**config.mk**
```make
export PLATFORM = sky130hd
export DESIGN_NAME = tag_rand_gen
export DESIGN_NICKNAME = d
export VERILOG_FILES = /design/src/rtl/tag_rand_pkg.sv /design/src/rtl/tag_rand_lfsr.sv /design/src/rtl/tag_rand_insert.sv /design/src/rtl/tag_rand_gen.sv
export SDC_FILE = /design/constraint.sdc
export NUM_CORES = 1
export LEC_CHECK = 0
export BUFFER_PORTS_ARGS = -buffer_cell sky130_fd_sc_hd__clkbuf_2
export CAP_MARGIN = 40
export CORE_AREA = 2 2 108 131
export DETAILED_ROUTE_END_ITERATION = 12
export DIE_AREA = 0 0 110 133
export GPL_TIMING_DRIVEN = 0
export MAX_ROUTING_LAYER = met4
export PLACE_DENSITY = 0.78
export SYNTH_ARGS = -nofsm -noshare
export SYNTH_HDL_FRONTEND = slang
export SYNTH_HIERARCHICAL = 1
export SYNTH_SLANG_ARGS = --single-unit
```
**constraint.sdc**
```tcl
create_clock -name clk -period 2.7 [get_ports clk]
set_input_delay 0.27 -clock clk [delete_from_list [all_inputs] [get_ports clk]]
set_output_delay 0.27 -clock clk [all_outputs]
set_load 0.01 [all_outputs]
```
**src/rtl/tag_rand_pkg.sv**
```systemverilog
package tag_rand_pkg;
    typedef enum logic [1:0] {
        S_IDLE = 2'd0,
        S_DRAW = 2'd1,
        S_WALK = 2'd2,
        S_RESP = 2'd3
    } fsm_e;
endpackage

```
**src/rtl/tag_rand_lfsr.sv**
```systemverilog
module tag_rand_lfsr #(
    parameter int SEED_W = 16
) (
    input  logic [SEED_W-1:0] seed_i,
    output logic [SEED_W-1:0] seed_o,
    output logic              bit_o
);
    logic fb;
    assign fb     = seed_i[5] ^ seed_i[3] ^ seed_i[2] ^ seed_i[0];
    assign bit_o  = fb;
    assign seed_o = {fb, seed_i[SEED_W-1:1]};
endmodule

```
**src/rtl/tag_rand_insert.sv**
```systemverilog
module tag_rand_insert #(
    parameter int PTR_W   = 64,
    parameter int TAG_W   = 4,
    parameter int TAG_LSB = 56,
    parameter int ADJ_BIT = 55
) (
    input  logic [PTR_W-1:0] ptr_i,
    input  logic [TAG_W-1:0] tag_i,
    output logic [PTR_W-1:0] ptr_o
);
    generate
        if (ADJ_BIT >= 0) begin : g_adjust
            always_comb begin
                ptr_o = ptr_i;
                ptr_o[TAG_LSB +: TAG_W] = tag_i - {{(TAG_W-1){1'b0}}, ptr_i[ADJ_BIT]};
            end
        end else begin : g_plain
            always_comb begin
                ptr_o = ptr_i;
                ptr_o[TAG_LSB +: TAG_W] = tag_i;
            end
        end
    endgenerate
endmodule

```
**src/rtl/tag_rand_gen.sv**
```systemverilog
module tag_rand_gen
    import tag_rand_pkg::*;
#(
    parameter int PTR_W   = 64,
    parameter int TAG_W   = 4,
    parameter int SEED_W  = 16,
    parameter int TAG_LSB = 56,
    parameter int ADJ_BIT = 55
) (
    input  logic                  clk,
    input  logic                  rst,
    input  logic                  cfg_we,
    input  logic                  cfg_sel,
    input  logic [SEED_W-1:0]     cfg_wdata,
    input  logic                  req_valid,
    output logic                  req_ready,
    input  logic [PTR_W-1:0]      req_ptr,
    input  logic [(1<<TAG_W)-1:0] req_excl,
    input  logic                  req_tag_en,
    output logic                  rsp_valid,
    output logic [PTR_W-1:0]      rsp_ptr
);
    localparam int NTAGS   = 1 << TAG_W;
    localparam int DRAW_CW = (TAG_W > 1) ? $clog2(TAG_W) : 1;
    localparam logic [DRAW_CW-1:0] DRAW_LAST = DRAW_CW'(TAG_W - 1);

    fsm_e state_q, state_d;

    logic [SEED_W-1:0]  seed_q;
    logic [TAG_W-1:0]   prev_q;
    logic [NTAGS-1:0]   excl_q;
    logic [PTR_W-1:0]   ptr_q;
    logic [NTAGS-1:0]   mask_q;
    logic               en_q;
    logic [DRAW_CW-1:0] draw_q;
    logic [TAG_W-1:0]   cnt_q;
    logic [TAG_W-1:0]   offset_q;
    logic [TAG_W-1:0]   cur_q;

    logic [SEED_W-1:0]  seed_nxt;
    logic               rnd_bit;
    logic [TAG_W-1:0]   cand;
    logic               step_free;
    logic               mask_full;
    logic               walk_end;
    logic [TAG_W-1:0]   tag_out;

    tag_rand_lfsr #(.SEED_W(SEED_W)) u_lfsr (
        .seed_i (seed_q),
        .seed_o (seed_nxt),
        .bit_o  (rnd_bit)
    );

    assign cand      = cur_q + TAG_W'(1);
    assign step_free = ~mask_q[cand];
    assign mask_full = &mask_q;
    assign walk_end  = (cnt_q == '0) || mask_full;
    assign tag_out   = en_q ? cur_q : '0;

    tag_rand_insert #(
        .PTR_W(PTR_W), .TAG_W(TAG_W), .TAG_LSB(TAG_LSB), .ADJ_BIT(ADJ_BIT)
    ) u_insert (
        .ptr_i (ptr_q),
        .tag_i (tag_out),
        .ptr_o (rsp_ptr)
    );

    // state register
    always_ff @(posedge clk) begin
        if (rst) state_q <= S_IDLE;
        else     state_q <= state_d;
    end

    // next-state logic
    always_comb begin
        state_d = state_q;
        unique case (state_q)
            S_IDLE: if (req_valid) state_d = req_tag_en ? S_DRAW : S_RESP;
            S_DRAW: if (draw_q == DRAW_LAST) state_d = S_WALK;
            S_WALK: begin
                if (walk_end)                                  state_d = S_RESP;
                else if (step_free && cnt_q == TAG_W'(1))      state_d = S_RESP;
            end
            S_RESP: state_d = S_IDLE;
        endcase
    end

    // outputs
    always_comb begin
        req_ready = (state_q == S_IDLE);
        rsp_valid = (state_q == S_RESP);
    end

    // datapath
    always_ff @(posedge clk) begin
        if (rst) begin
            seed_q   <= '0;
            prev_q   <= '0;
            excl_q   <= '0;
            ptr_q    <= '0;
            mask_q   <= '0;
            en_q     <= 1'b0;
            draw_q   <= '0;
            cnt_q    <= '0;
            offset_q <= '0;
            cur_q    <= '0;
        end else begin
            unique case (state_q)
                S_IDLE: begin
                    if (cfg_we) begin
                        if (cfg_sel) excl_q <= cfg_wdata[NTAGS-1:0];
                        else         seed_q <= cfg_wdata;
                    end
                    if (req_valid) begin
                        ptr_q    <= req_ptr;
                        mask_q   <= req_excl | excl_q;
                        en_q     <= req_tag_en;
                        draw_q   <= '0;
                        cnt_q    <= '0;
                        offset_q <= '0;
                        cur_q    <= prev_q;
                    end
                end
                S_DRAW: begin
                    seed_q           <= seed_nxt;
                    cnt_q[draw_q]    <= rnd_bit;
                    offset_q[draw_q] <= rnd_bit;
                    draw_q           <= draw_q + DRAW_CW'(1);
                end
                S_WALK: begin
                    if (!walk_end) begin
                        cur_q <= cand;
                        if (step_free) cnt_q <= cnt_q - TAG_W'(1);
                    end
                end
                S_RESP: begin
                    if (en_q) prev_q <= cur_q;
                end
            endcase
        end
    end

    // assertions
    AST_RSP_PULSE: assert property (@(posedge clk) disable iff (rst)
        rsp_valid |=> (!rsp_valid && req_ready));
    AST_DRAW_FOUR: assert property (@(posedge clk) disable iff (rst)
        (state_q == S_DRAW && draw_q == DRAW_LAST) |=> (state_q == S_WALK));
    AST_OFF_HOLD_STATE: assert property (@(posedge clk) disable iff (rst)
        (state_q == S_RESP && !en_q) |=> (seed_q == $past(seed_q) && prev_q == $past(prev_q)));
    AST_LAND_FREE: assert property (@(posedge clk) disable iff (rst)
        (rsp_valid && en_q && !mask_full && offset_q != '0) |-> !mask_q[cur_q]);
    AST_FULL_KEEPS: assert property (@(posedge clk) disable iff (rst)
        (rsp_valid && en_q && mask_full) |-> (cur_q == prev_q));
    AST_PASS_BITS: assert property (@(posedge clk) disable iff (rst)
        rsp_valid |-> (rsp_ptr[TAG_LSB-1:0] == ptr_q[TAG_LSB-1:0] &&
                       rsp_ptr[PTR_W-1:TAG_LSB+TAG_W] == ptr_q[PTR_W-1:TAG_LSB+TAG_W]));
endmodule

```
==> results.yml <==
worst_setup_path:
  worst-path-buf-inv: 0
  reg2reg_from: "cur_q[1]"
  ff2ff_path_depth: 7
  crit_chain: "ha_1, mux4_1, mux2i_1, mux2_4, nand3_1, a31oi_1, mux2_2"
  critPathCaptureType: "register"
  cp_slowest_cell: "mux4_1"
  arrival_ns: 2.77
  cp_max_fo: 5
  cp_slowest_stage_delay_ns: 0.58
  worst-setup-path-type: "reg -> reg"
  regToRegSetupSlack_ns: 0.22
  r2r_end: "state_q[1]"
  crit_cells: 7
  cp.required_ns: 2.99
  cp_top_family: "multiplexers"
  startpoint_type: "register"
  critPathLaunch: "cur_q[1]"
  cp-endpoint: "state_q[1]"
timing:
  post-route-period-util: 0.917
  drv_slew: 0
  period_minus_slack_ns: 2.48
  final_hold_viol_count: 0
  slew_headroom: 0.507
  tns_ns: 0
  setup_viol: 0
  finClkSkew_ns: 0.00626
  max_freq_mhz: 404
  worst_pin_slew_ns: 0.740
  grt_setup_unrepaired: "no"
cts:
  clk_path_buf_depth: 2
  cts.sinks: 125
  clock_latency_ns: 0.41
  cts_buffers: 17
  post-cts-setup-buffer-count: 0
  path_clk_slew_ns: 0.06
  htreeDepth: 4
  root_buffer: "clkbuf_16"
  tritoncts: "built"
  hold_buffers: 0
  post_cts_resized: 0
global_routing:
  grtUsageMet3: 0.0409
  grt_max_degree: 17
  gr-usage-met2: 0.332
  track_usage: 0.197
  grt_pass1_vias: 4834
  antenna_found_initial: 0
  grt_pass1_wl_um: 22200
  gr-total-overflow: 0
  top_usage_layer: "met2"
  use_met1: 0.230
floorplanning:
  core_sq_um: 13500
  start_util: 0.429
  num_rows: 47
  dieArea_sq_um: 14600
  die_h_um: 133
  die_x_um: 110
  io_pins: 168
finish:
  layout_commonest_cell: "nand2_1"
  layout_common_cells: "166 x nand2_1, 163 x clkbuf_2, 125 x dfxtp_1"
  num_antenna_cells: 0
  drive_above_1_share: 0.308
  nets: 1007
  area_growth_pct: 28.6
power_and_ir_drop:
  power_density_nw_per_um2: 999
  leakage_nw: 3.31
  p_total_mw: 7.41
  ir_worst_vdd_uv: 496
route:
  ant_nets: 0
  vias: 5097
  drt_iter0_drc: 291
  wl_per_cell_um: 12.9
  first_pass_iters: 4
  drc: 0
  vias_per_cell: 4.74
  drt-total-wl_um: 13800
min_path:
  hp-class: "in -> reg"
logic_synthesis:
  avgSynthCellArea_sq_um: 8.13
  ys_warn_count: 6
  synth_area_sq_um: 5770
  synth_nets: 825
  syn_inst: 710
placement:
  io_buffers: 163
  gp_congestion: 0.856
  dp_hpwl_um: 10400
status:
  status: "complete, no violations"
flow_run:
  cap_violations: 0
power breakdown:
part           switching [mW]  internal [mW]
registers               0.234           2.24
logic                    1.43           1.16
clock network           0.840           1.51
how the worst min path moves through the flow:
stage / from / endpoint / slack (ns) / cells past startpoint
final: req_ptr[38] / ptr_q[38] / 0.08 / 3
after global routing: req_ptr[38] / ptr_q[38] / 0.07 / 3
after CTS: req_ptr[38] / ptr_q[38] / 0.07 / 3
after detailed placement: ptr_q[35] / ptr_q[35] / 0.45 / 2
after global placement: ptr_q[41] / ptr_q[41] / 0.44 / 2
after floorplan: cfg_wdata[0] / excl_q[0] / 0.41 / 2
registers in the layout (all words and copies together) (netlist names):
| signal | cells |
|---|---|
| state_q | 2 |
| draw_q | 2 |
| en_q | 1 |
| ptr_q | 60 |
| cnt_q | 4 |
| prev_q | 4 |
| mask_q | 16 |
| seed_q | 16 |
| cur_q | 4 |
| excl_q | 16 |
final cells by class:
type / count / area, sq um
Buffer: 120 / 743
Clock buffer: 20 / 457
Clock inverter: 12 / 161
Fill cell: 1276 / 6050
Inverter: 13 / 48.8
Multi-Input combinational cell: 452 / 2480
Sequential cell: 125 / 2500
Tap cell: 171 / 214
Timing Repair Buffer: 163 / 816
metrics by stage:
| step | worst slack [ns] | util | hold slack [ns] | area, sq um | std cells |
|---|---|---|---|---|---|
| 6_report | 0.224 | 0.551 | 0.0827 | 7420 | 1076 |
| 2_1_floorplan | 0.432 | - | 0.406 | 5770 | 710 |
| 3_3_place_gp | 0.224 | 0.505 | 0.442 | 6800 | 1044 |
| 5_1_grt | 0.0291 | 0.551 | 0.0676 | 7420 | 1076 |
| 4_1_cts | 0.197 | 0.551 | 0.0664 | 7420 | 1076 |
| 3_5_place_dp | 0.204 | 0.505 | 0.447 | 6800 | 1044 |
tightest hold or removal path: cells and delay by family:
family	cells	cell delay [ns]
AND/OR/NAND/NOR	1	0.05
buffers and inverters	1	0.08
AO/OA/AOI/OAI	1	0.05
layer usage:
layer	routed length, um	share of wire
met3	636	0.046
met4	229	0.017
met5	0	0
met2	6940	0.50
met1	6030	0.44
Note: power is estimated with default switching activity, not from simulation.
